--- src/rtl/lsu_pkg.sv ---
// Shared types for the load/store lane unit.
// Assumes a little-endian memory: byte lane k is bits 8k+7:8k of the word.
package lsu_pkg;

    typedef enum logic [2:0] {
        KIND_WORD   = 3'd0,
        KIND_HALF_S = 3'd1,
        KIND_HALF_U = 3'd2,
        KIND_BYTE_S = 3'd3,
        KIND_BYTE_U = 3'd4
    } kind_e;

    typedef enum logic [1:0] {
        SZ_WORD = 2'd0,
        SZ_HALF = 2'd1,
        SZ_BYTE = 2'd2
    } size_e;

    // Access width for a kind code; unlisted codes act as word.
    function automatic size_e size_of(input logic [2:0] kind);
        case (kind)
            KIND_HALF_S, KIND_HALF_U: size_of = SZ_HALF;
            KIND_BYTE_S, KIND_BYTE_U: size_of = SZ_BYTE;
            default:                  size_of = SZ_WORD;
        endcase
    endfunction

    // True when the kind asks for sign extension.
    function automatic logic is_signed_kind(input logic [2:0] kind);
        is_signed_kind = (kind == KIND_HALF_S) || (kind == KIND_BYTE_S);
    endfunction

endpackage

--- src/rtl/lsu_agen.sv ---
// Effective address generator: base plus sign-extended offset.
// Assumes OFF_W <= ADDR_W. Purely combinational.
module lsu_agen #(
    parameter int ADDR_W = 32,
    parameter int OFF_W  = 16
) (
    input  logic [ADDR_W-1:0] base,
    input  logic [OFF_W-1:0]  off,
    output logic [ADDR_W-1:0] addr
);
    localparam int EXT_W = ADDR_W - OFF_W;

    logic [ADDR_W-1:0] off_ext;

    // Widen the offset by copying its top bit.
    always_comb off_ext = {{EXT_W{off[OFF_W-1]}}, off};

    // Add the widened offset to the base.
    always_comb addr = base + off_ext;
endmodule

--- src/rtl/lsu_load_extract.sv ---
// Load extractor: picks a byte, halfword or word lane from the fetched
// word by the low address bits, then sign- or zero-extends it.
// Assumes DATA_W is a power-of-two multiple of 16. Combinational.
module lsu_load_extract
    import lsu_pkg::*;
#(
    parameter int DATA_W = 32
) (
    input  logic [DATA_W-1:0]             rdata,
    input  logic [$clog2(DATA_W/8)-1:0]   lane_addr,
    input  logic [2:0]                    kind,
    output logic [DATA_W-1:0]             data
);
    localparam int LANES   = DATA_W / 8;
    localparam int HALVES  = DATA_W / 16;
    localparam int IDX_W   = $clog2(LANES);

    logic [7:0]  byte_lane [LANES];
    logic [15:0] half_lane [HALVES];

    genvar gi;
    generate
        for (gi = 0; gi < LANES; gi++) begin : g_bytes
            assign byte_lane[gi] = rdata[8*gi +: 8];
        end
        for (gi = 0; gi < HALVES; gi++) begin : g_halves
            assign half_lane[gi] = rdata[16*gi +: 16];
        end
    endgenerate

    logic [7:0]  byte_sel;
    logic [15:0] half_sel;
    logic        sgn;

    // Choose the addressed byte and halfword lanes.
    always_comb begin
        byte_sel = byte_lane[lane_addr];
        half_sel = half_lane[lane_addr[IDX_W-1:1]];
    end

    // Extend the selection to the full data width.
    always_comb begin
        sgn = is_signed_kind(kind);
        case (size_of(kind))
            SZ_HALF: data = {{(DATA_W-16){sgn & half_sel[15]}}, half_sel};
            SZ_BYTE: data = {{(DATA_W-8){sgn & byte_sel[7]}}, byte_sel};
            default: data = rdata;
        endcase
    end
endmodule

--- src/rtl/lsu_store_steer.sv ---
// Store lane steering: copies the source byte or halfword onto every
// lane and enables only the lanes the address selects.
// Assumes DATA_W is a power-of-two multiple of 16. Combinational.
module lsu_store_steer
    import lsu_pkg::*;
#(
    parameter int DATA_W = 32
) (
    input  logic [DATA_W-1:0]             src,
    input  logic [$clog2(DATA_W/8)-1:0]   lane_addr,
    input  lsu_pkg::size_e                size,
    output logic [DATA_W/8-1:0]           be,
    output logic [DATA_W-1:0]             wdata
);
    localparam int LANES = DATA_W / 8;
    localparam int IDX_W = $clog2(LANES);

    genvar gl;
    generate
        for (gl = 0; gl < LANES; gl++) begin : g_lane
            localparam logic [IDX_W-1:0] LANE_ID = IDX_W'(gl);

            // Data placed on this lane for each access width.
            always_comb begin
                case (size)
                    SZ_HALF: wdata[8*gl +: 8] = src[8*(gl % 2) +: 8];
                    SZ_BYTE: wdata[8*gl +: 8] = src[7:0];
                    default: wdata[8*gl +: 8] = src[8*gl +: 8];
                endcase
            end

            // Enable this lane when the address covers it.
            always_comb begin
                case (size)
                    SZ_HALF: be[gl] = (LANE_ID[IDX_W-1:1] == lane_addr[IDX_W-1:1]);
                    SZ_BYTE: be[gl] = (LANE_ID == lane_addr);
                    default: be[gl] = 1'b1;
                endcase
            end
        end
    endgenerate
endmodule

--- src/rtl/lsu_align_check.sv ---
// Alignment checker: flags word accesses off a full-word boundary and
// halfword accesses on odd addresses. Combinational.
module lsu_align_check
    import lsu_pkg::*;
#(
    parameter int IDX_W = 2
) (
    input  logic [IDX_W-1:0] lane_addr,
    input  lsu_pkg::size_e   size,
    output logic             bad
);
    // Compare low address bits against the access width.
    always_comb begin
        case (size)
            SZ_HALF: bad = lane_addr[0];
            SZ_BYTE: bad = 1'b0;
            default: bad = |lane_addr;
        endcase
    end
endmodule

--- src/rtl/load_align_unit.sv ---
// Load/store lane unit top. Forms the effective address combinationally,
// then registers the extended load result, the store lanes and the
// misalign flag one cycle after the request.
// Assumes mem_rdata holds the aligned word for mem_addr in the request
// cycle. Synchronous active-low reset.
module load_align_unit
    import lsu_pkg::*;
#(
    parameter int DATA_W = 32,
    parameter int OFF_W  = 16
) (
    input  logic                 clk,
    input  logic                 rst_n,
    input  logic                 req_valid,
    input  logic                 req_is_store,
    input  logic [2:0]           req_kind,
    input  logic [DATA_W-1:0]    base_addr,
    input  logic [OFF_W-1:0]     offset,
    input  logic [DATA_W-1:0]    store_src,
    input  logic [DATA_W-1:0]    mem_rdata,
    output logic [DATA_W-1:0]    mem_addr,
    output logic                 wb_valid,
    output logic [DATA_W-1:0]    wb_data,
    output logic [DATA_W/8-1:0]  st_be,
    output logic [DATA_W-1:0]    st_wdata,
    output logic                 misalign
);
    localparam int LANES = DATA_W / 8;
    localparam int IDX_W = $clog2(LANES);

    logic [IDX_W-1:0]  lane_addr;
    size_e             size;
    logic [DATA_W-1:0] ld_data;
    logic [LANES-1:0]  be_raw;
    logic [DATA_W-1:0] wdata_raw;
    logic              bad_align;

    lsu_agen #(.ADDR_W(DATA_W), .OFF_W(OFF_W)) u_agen (
        .base (base_addr),
        .off  (offset),
        .addr (mem_addr)
    );

    // Low address bits and access width for this request.
    always_comb begin
        lane_addr = mem_addr[IDX_W-1:0];
        size      = size_of(req_kind);
    end

    lsu_load_extract #(.DATA_W(DATA_W)) u_extract (
        .rdata     (mem_rdata),
        .lane_addr (lane_addr),
        .kind      (req_kind),
        .data      (ld_data)
    );

    lsu_store_steer #(.DATA_W(DATA_W)) u_steer (
        .src       (store_src),
        .lane_addr (lane_addr),
        .size      (size),
        .be        (be_raw),
        .wdata     (wdata_raw)
    );

    lsu_align_check #(.IDX_W(IDX_W)) u_align (
        .lane_addr (lane_addr),
        .size      (size),
        .bad       (bad_align)
    );

    logic go_load;
    logic go_store;

    // Qualify the request by direction and alignment.
    always_comb begin
        go_load  = req_valid && !req_is_store && !bad_align;
        go_store = req_valid &&  req_is_store && !bad_align;
    end

    // Output register stage.
    always_ff @(posedge clk) begin
        if (!rst_n) begin
            wb_valid <= 1'b0;
            wb_data  <= '0;
            st_be    <= '0;
            st_wdata <= '0;
            misalign <= 1'b0;
        end else begin
            wb_valid <= go_load;
            wb_data  <= go_load ? ld_data : '0;
            st_be    <= go_store ? be_raw : '0;
            st_wdata <= wdata_raw;
            misalign <= req_valid && bad_align;
        end
    end
endmodule

--- config.mk ---
export PLATFORM = sky130hd
export DESIGN_NAME = load_align_unit
export DESIGN_NICKNAME = d
export VERILOG_FILES = /design/src/rtl/lsu_pkg.sv /design/src/rtl/lsu_agen.sv /design/src/rtl/lsu_load_extract.sv /design/src/rtl/lsu_store_steer.sv /design/src/rtl/lsu_align_check.sv /design/src/rtl/load_align_unit.sv
export SDC_FILE = /design/constraint.sdc
export NUM_CORES = 1
export LEC_CHECK = 0
export BUFFER_PORTS_ARGS = -buffer_cell sky130_fd_sc_hd__buf_2
export CORE_UTILIZATION = 40
export DETAILED_ROUTE_END_ITERATION = 8
export PLACE_DENSITY = 0.71
export SETUP_SLACK_MARGIN = 0.1
export SLEW_MARGIN = 20
export SYNTH_ARGS = -nofsm -noshare
export SYNTH_HDL_FRONTEND = slang
export SYNTH_SLANG_ARGS = --single-unit
export TNS_END_PERCENT = 5
--- constraint.sdc ---
create_clock -name clk -period 5.1 [get_ports clk]
set_clock_uncertainty 0.05 [all_clocks]
set_input_delay 1.02 -clock clk [delete_from_list [all_inputs] [get_ports clk]]
set_output_delay 1.02 -clock clk [all_outputs]
set_load 0.02 [all_outputs]
==> run metrics, run 1 <==
slew margin rel.=0.322; DRC Markers=0; io pins=221; P_leak=0.00293 µW; Final Cell Area=0.00585 mm²; Post-CTS Hold Buffers=0; via density per instance=about 5.4; Worst EP arrival=3650 ps; Seq. cell area=around 0.0014 mm²; Fmax=0.212 GHz; CP Max Fanout=3; max-slew violation count=0; clock tree buffer depth=2; sequential area share after synthesis=0.314; Synth area leaders=dfxtp_1 (31%), ha_1 (9.3%), a21oi_1 (6.2%); Buffers on Ports=220; Area Growth Syn to Fin=31.2%; most used cell, CP=buf_2; die area=0.0116 mm²; Core Region=around 0.011 mm²; vias in the first global route=4395; initial DRC count=260; Post-CTS Setup Inserts=0; status=finished, final reports clean; GRT Util Overall=0.227; Yosys cell types=48; top post-synthesis cells by count=dfxtp_1 (70), a21oi_1 (55), nand2_1 (51); remaining antenna violation count after routing=0; chip width=108 µm; Antenna Cells=0; crit-path max cell delay=between 400 and 500 ps; unrepaired setup endpoints after global routing=no; Final Cycle Share=0.925; CP Cell Sequence=buf_2 > ha_1 > inv_1 > fa_1 > nand2b_1 > a211oi_2 > o31ai_1 > nand2_1 > a21oi_2 > o41a_1 > o31ai_2 > xor2_1 > buf_2; H-tree Lvls=3; largest net degree at the start of global routing=34; number of synthesized flops with an enable pin=0; Clock Sinks=70; syn_area_per_cell=8.18 µm²; share of cells above drive strength 1=0.340; clk slew on worst S/H paths=about 60 ps; TritonCTS clock tree=done; Post-DP Area=~0.0057 mm²; Filler cells=approximately 1000; Vert. Die Dim=108 µm; Req. time, crit path=4030 ps; final wirelength=approximately 13000 µm; prevailing post-synth register cell=dfxtp_1; share of flip-flops with an asynchronous set or reset=0; max_cap viols=0; routed len/inst=15.0 µm; Rows=38; final setup TNS=0 ps; pwr dens=286 mW/mm²; min Tclk post-route=4720 ps; VDD IR max=between 0.0001 and 0.00015 V; CP max stage cell=o41a_1; crit end category=output pin; first-pass GRT wire length=20800 µm; grt ovf=0; final net count=903; final hold violation count=0; cts repair resizes=0; Setup Viol. Count Final=0; post-synthesis instance total=545; syn_nets=698; Mapped Area=about 0.0045 mm²; routed via count=4793; total iterations of the first detailed-routing run=5; critical path class=in -> out; total power=1670 µW; Yosys reg bits=70; crit path launch type=input pin; Initial Utilization=0.411; initial antenna violation count=0; Ys Warns=0; hpwl dp=10500 µm; clk root buf=clkbuf_8; Multi-input gate area=~0.0029 mm²; dominant cell by count in the synthesized netlist=dfxtp_1; Routability Congestion=0.926; cell taking the most area after synthesis=dfxtp_1; clock buffer count from CTS=9; Min-Delay Path Class=in -> reg; Worst-Margin Slew=1010 ps; area share of the largest cell type after synthesis=0.314
-- report_power, final --
| group | total [µW] | internal (µW) | switching (µW) | leakage (µW) |
|---|---|---|---|---|
| sequential | 582 | 576 | 6.42 | 0.000574 |
| combinational | 660 | 255 | 406 | 0.00226 |
| clock | 432 | 248 | 184 | 0.0000956 |
-- layout by cell type (no fill, tap or decap), types with 2 or more instances in the layout --
| cell type | count |
|---|---|
| a211oi_1 | 4 |
| a21o_1 | 19 |
| a21oi_1 | 55 |
| a221oi_1 | 9 |
| a22oi_1 | 14 |
| a31o_2 | 8 |
| a31oi_1 | 6 |
| and2_1 | 10 |
| and3_1 | 2 |
| and4_1 | 3 |
| buf_2 | 220 |
| buf_4 | 5 |
| clkbuf_1 | 2 |
| clkbuf_8 | 11 |
| dfxtp_1 | 70 |
| ha_1 | 33 |
| inv_1 | 13 |
| mux2i_1 | 24 |
| nand2_1 | 51 |
| nand2b_1 | 6 |
| nand3_1 | 10 |
| nand4_1 | 6 |
| nor2_1 | 50 |
| nor2b_1 | 21 |
| nor3_1 | 10 |
| o211ai_1 | 2 |
| o21a_1 | 6 |
| o21ai_0 | 14 |
| o21ai_1 | 10 |
| o21ai_2 | 2 |
| o21bai_1 | 5 |
| o31a_1 | 3 |
| o31ai_1 | 2 |
| o31ai_2 | 3 |
| xnor2_1 | 20 |
| xor2_1 | 10 |
-- per-layer routing --
layer | up-vias | part of all wire | track usage
li1 | 2368 | - | -
met1 | 2187 | 0.44 | 0.280
met2 | 216 | 0.47 | 0.393
met3 | 22 | 0.071 | 0.0393
met4 | 0 | 0.020 | 0.0822
met5 | - | 0 | 0
-- cells by family after synthesis --
group	share of synthesized area
AOI/OAI and AO/OA	0.259
xor gates and xnor gates	0.0590
muxes	0.0539
DFF	0.314
adders and majority gates	0.0971
buffers and inverters	0.0385
and+or+nand+nor	0.178
-- area by class of cell --
type / count / share of cell area
clock buffers: 13 / 0.0272
clock inverters: 1 / 0.00514
inverters: 14 / 0.00899
multi-input cells: 430 / 0.494
flip-flops and latches: 70 / 0.240
well taps: 140 / 0.0300
repair buffers: 225 / 0.195
-- critical path, delay by kind of cell --
family                     cells  cell delay [ps]
AOI/OAI and AO/OA              5             1210
adders and majority gates      2              610
buffers and inverters          3              340
and+or+nand+nor                2              310
xor gates and xnor gates       1              150
-- path summary, 6_finish.rpt --
| path | startpoint | endpoint | slack (ps) | cells past startpoint |
|---|---|---|---|---|
| hold / removal | store_src[27] | st_wdata[27]$_SDFF_PN0_ | 870 | 3 |
| setup / recovery | base_addr[0] | mem_addr[30] | 380 | 13 |
-- sequential cells by signal (all words and copies together), names as in the netlist --
register,flops
misalign,1
st_be,4
st_wdata,32
wb_data,32
wb_valid,1
-- per-stage QoR --
stage	util	setup WS [ps]	std cells	hold WS, ps
after floorplan	-	723	545	1090
after global placement	0.521	406	879	1210
after detailed placement	0.521	358	879	1220
after CTS	0.539	353	893	853
after global routing	0.539	163	893	862
final	0.539	382	893	868
Power figures use the tool's default switching activity.
==> run 2: changes to the inputs <==
- REMOVE_ABC_BUFFERS: not set -> 1
- clock period: 5.1 -> 4.81 ns (I/O delays scaled with it)
==> run metrics, run 2 (synthesis results as in run 1) <==
TritonCTS clock tree=done; min Tclk post-route=about 4500 ps; final setup TNS=0 ps; Antenna Cells=0; largest net degree at the start of global routing=40; P_leak=0.00294 µW; first-pass GRT wire length=about 21000 µm; critical path class=in -> out; chip width=108 µm; crit path launch type=input pin; status=finished, final reports clean; total power=1770 µW; initial DRC count=318; Critical Path Source=offset[0]; CP Cell Sequence=buf_2 > ha_1 > inv_1 > fa_1 > nand2b_1 > a211oi_2 > o31ai_1 > nand2_1 > a21oi_2 > o41a_1 > o31ai_2 > xor2_1 > buf_2; vias in the first global route=4529; Worst EP arrival=3530 ps; routed len/inst=roughly 15 µm; Vert. Die Dim=108 µm; Fmax=0.220 GHz; CP Max Fanout=3; Post-DP Area=0.00567 mm²; max_cap viols=0; io pins=221; biggest regs=st_wdata (32), wb_data (32), st_be (4); Worst-Margin Slew=764 ps; Worst setup endpoint=mem_addr[30]; VDD IR max=0.000216 V; hpwl dp=~11000 µm; die area=0.0116 mm²; Core Region=0.0108 mm²; crit-path max cell delay=slightly above 400 ps; Setup Viol. Count Final=0; Seq. cell area=approximately 0.0014 mm²; DP Cell Count=881; unrepaired setup endpoints after global routing=yes; GRT Util Overall=0.228; clock tree buffer depth=2; Clock Sinks=70; pwr dens=between 300 and 400 mW/mm²; total iterations of the first detailed-routing run=5; CP bufs+invs=3; routed via count=4845; share of cells above drive strength 1=0.343; Post-CTS Setup Inserts=0; final hold violation count=0; CP Depth=13; CP top delay family=compound AO/OA/AOI/OAI gates; most frequent cells in the layout=buf_2 (220), dfxtp_1 (70), a21oi_1 (55); CP max stage cell=o41a_1; DRC Markers=0; crit end category=output pin; Req. time, crit path=3800 ps; max-slew violation count=0; Buffers on Ports=220; clock buffer count from CTS=9; Rows=38; final wirelength=13500 µm; most used cell, CP=buf_2; Initial Utilization=0.411; Layout Cells excl Fill=roughly 900; H-tree Lvls=3; Routability Congestion=0.909; Multi-input gate area=0.00290 mm²; Final Cycle Share=0.944; Filler cells=1011; initial antenna violation count=0; Final Cell Area=0.00587 mm²; Post-Route Utilization=0.541; most common cell after layout, fill and taps aside=buf_2; grt ovf=0; Area Growth Syn to Fin=31.6%; slew margin rel.=0.491; remaining antenna violation count after routing=0; via density per instance=5.40; clk slew on worst S/H paths=~70 ps; final net count=a little over 900; Min-Delay Path Class=in -> reg; clk root buf=clkbuf_8
run 2: worst min path at each step:
stage,end,slack [ps],cells after the start,start
floorplan,st_wdata[0]$_SDFF_PN0_,1030,1,store_src[0]
global placement,st_wdata[28]$_SDFF_PN0_,1160,3,store_src[28]
detailed placement,st_wdata[28]$_SDFF_PN0_,1160,3,store_src[28]
CTS,st_wdata[28]$_SDFF_PN0_,790,3,store_src[28]
global route,st_wdata[24]$_SDFF_PN0_,800,3,store_src[24]
finish,st_wdata[28]$_SDFF_PN0_,800,3,store_src[28]
run 2: layout make-up:
| cell class | instances | area share |
|---|---|---|
| Inverter | 14 | 0.00896 |
| Multi-Input combinational cell | 430 | 0.494 |
| Timing Repair Buffer | 227 | 0.197 |
| Tap cell | 140 | 0.0299 |
| Clock buffer | 13 | 0.0288 |
| Clock inverter | 3 | 0.00299 |
| Sequential cell | 70 | 0.239 |
run 2: per-layer routing:
layer	track usage	wire (µm)	vias to the layer above
li1	-	-	2370
met1	0.284	5820	2216
met2	0.394	6340	230
met3	0.0424	1070	29
met4	0.0744	297	0
met5	0	0	-
run 2: report_power, final:
part | switching (µW) | internal, µW | total (µW)
clock network | 219 | 228 | 447
logic | 431 | 270 | 702
registers | 7.48 | 610 | 618
total | 658 | 1110 | 1770
run 2: timing repair:
action / CTS / global route
resized for setup: 0 / 1
endpoints found under the setup margin: 0 / 1
hold buffers: 0 / 0
run 2: through the flow:
step / setup slack, ps / hold WS [ps]
after global routing: 95.5 / 799
after CTS: 234 / 792
after detailed placement: 253 / 1160
after global placement: 307 / 1160
after floorplan: 549 / 1030
final: 269 / 799
==> run 3: changes to the inputs <==
--- a/constraint.sdc
+++ b/constraint.sdc
@@ -3,3 +3,3 @@
 set_input_delay 0.962 -clock clk [delete_from_list [all_inputs] [get_ports clk]]
 set_output_delay 0.962 -clock clk [all_outputs]
-set_load 0.02 [all_outputs]
+set_load 0.1 [all_outputs]
==> run metrics, run 3 (synthesis results as in run 1) <==
status=finished, final reports clean; initial DRC count=about 280; Area Growth Syn to Fin=34.8%; clock buffer count from CTS=9; unrepaired setup endpoints after global routing=yes; H-tree Lvls=3; routed via count=4958; via density per instance=~5.5; Routability Congestion=0.928; crit path launch type=input pin; M2 GR Usage=0.406; remaining antenna violation count after routing=0; min Tclk post-route=approximately 4600 ps; routed len/inst=15.5 µm; Final Cycle Share=0.950; final net count=about 910; Initial Utilization=0.411; Clock Sinks=70; pwr dens=396 mW/mm²; final hold violation count=0; P_leak=approximately 0.003 µW; most common cell after layout, fill and taps aside=buf_2; Multi-input gate area=0.00291 mm²; vias in the first global route=4571; met3 Resource Use GR=0.0393; Req. time, crit path=3800 ps; VDD IR max=0.000295 V; first-pass GRT wire length=21100 µm; initial antenna violation count=0; hpwl dp=10700 µm; total power=2380 µW; final wirelength=about 14000 µm; Buffers on Ports=between 200 and 250; GR peak layer=met2; met1 usage=0.267; Min-Delay Path Class=in -> reg; Core Region=0.0108 mm²; total iterations of the first detailed-routing run=5; Post-Route Utilization=0.554; biggest regs=st_wdata (32), wb_data (32), st_be (4); crit end category=output pin; share of cells above drive strength 1=0.341; Vert. Die Dim=approximately 110 µm; clk root buf=clkbuf_8; CP Max Fanout=3; die area=0.0116 mm²; clock tree buffer depth=2; Rows=38; GRT Util Overall=0.228; grt ovf=0; most frequent cells in the layout=buf_2 (213), dfxtp_1 (70), a21oi_1 (55); Fmax=0.219 GHz; Worst EP arrival=3560 ps; DRC Markers=0; Seq. cell area=about 0.0014 mm²; slew margin rel.=0.550; Antenna Cells=0; largest net degree at the start of global routing=34; max-slew violation count=0; Setup Viol. Count Final=0; TritonCTS clock tree=done; Worst-Margin Slew=675 ps; io pins=between 200 and 250; Filler cells=980; critical path class=in -> out; clk slew on worst S/H paths=70 ps; chip width=between 100 and 150 µm; max_cap viols=0
## run 3: changes by cell type in the layout (fill, tap and decap cells not counted), sizes merged
cell	before	now
bufinv	0	1
clkinv	2	0
clkbuf	13	15
buf	227	229
clkinvlp	1	0
## run 3: final timing paths
kind | start | endpoint | slack, ps | cells after the start
hold / removal | store_src[31] | st_wdata[31]$_SDFF_PN0_ | 820 | 3
setup / recovery | offset[0] | mem_addr[28] | 240 | 13
## run 3: power by group
part           internal, µW  switching [µW]
clock network           252             199
registers               610            8.12
logic                   317             994
total                  1180            1200
## run 3: routing by layer
metal | share of wire | routed length, µm | vias up
li1 | - | - | 2367
met1 | 0.41 | 5770 | 2311
met2 | 0.49 | 6780 | 249
met3 | 0.077 | 1080 | 31
met4 | 0.024 | 332 | 0
met5 | 0 | 0 | -
## run 3: timing repair
item | in CTS | in global routing
gates resized for setup | 0 | 4
endpoints found under the hold margin | 0 | 0
setup buffers | 0 | 1
hold buffers | 0 | 0
endpoints found under the setup margin | 0 | 3
## run 3: critical path: stages
cell and delay [ps]:
buf_2 80, ha_1 160, inv_1 50, fa_1 400, nand2b_4 180, a211oi_4 260, o21a_1 190, o31ai_2 100
o31a_1 320, o31ai_4 250, a221oi_2 110, xnor2_1 270, buf_12 210
## run 3: stage by stage
stage	instance area, µm²	setup TNS (ps)	setup WS [ps]	hold WS (ps)	instances
final	6010	0	239	818	899
after global routing	6010	0	93.9	824	899
after CTS	5970	0	142	812	898
after detailed placement	5790	0	154	1160	883
after global placement	5790	0	179	1160	883
after floorplan	4340	-2700	-593	1030	514
## run 3: final cells by class
type                       count  share of cell area
sequential                    70               0.233
clock inverter                 1             0.00500
timing repair buffer         230               0.214
tap                          140              0.0292
inverter                      14             0.00875
multi-input combinational    430               0.484
clock buffer                  14              0.0254
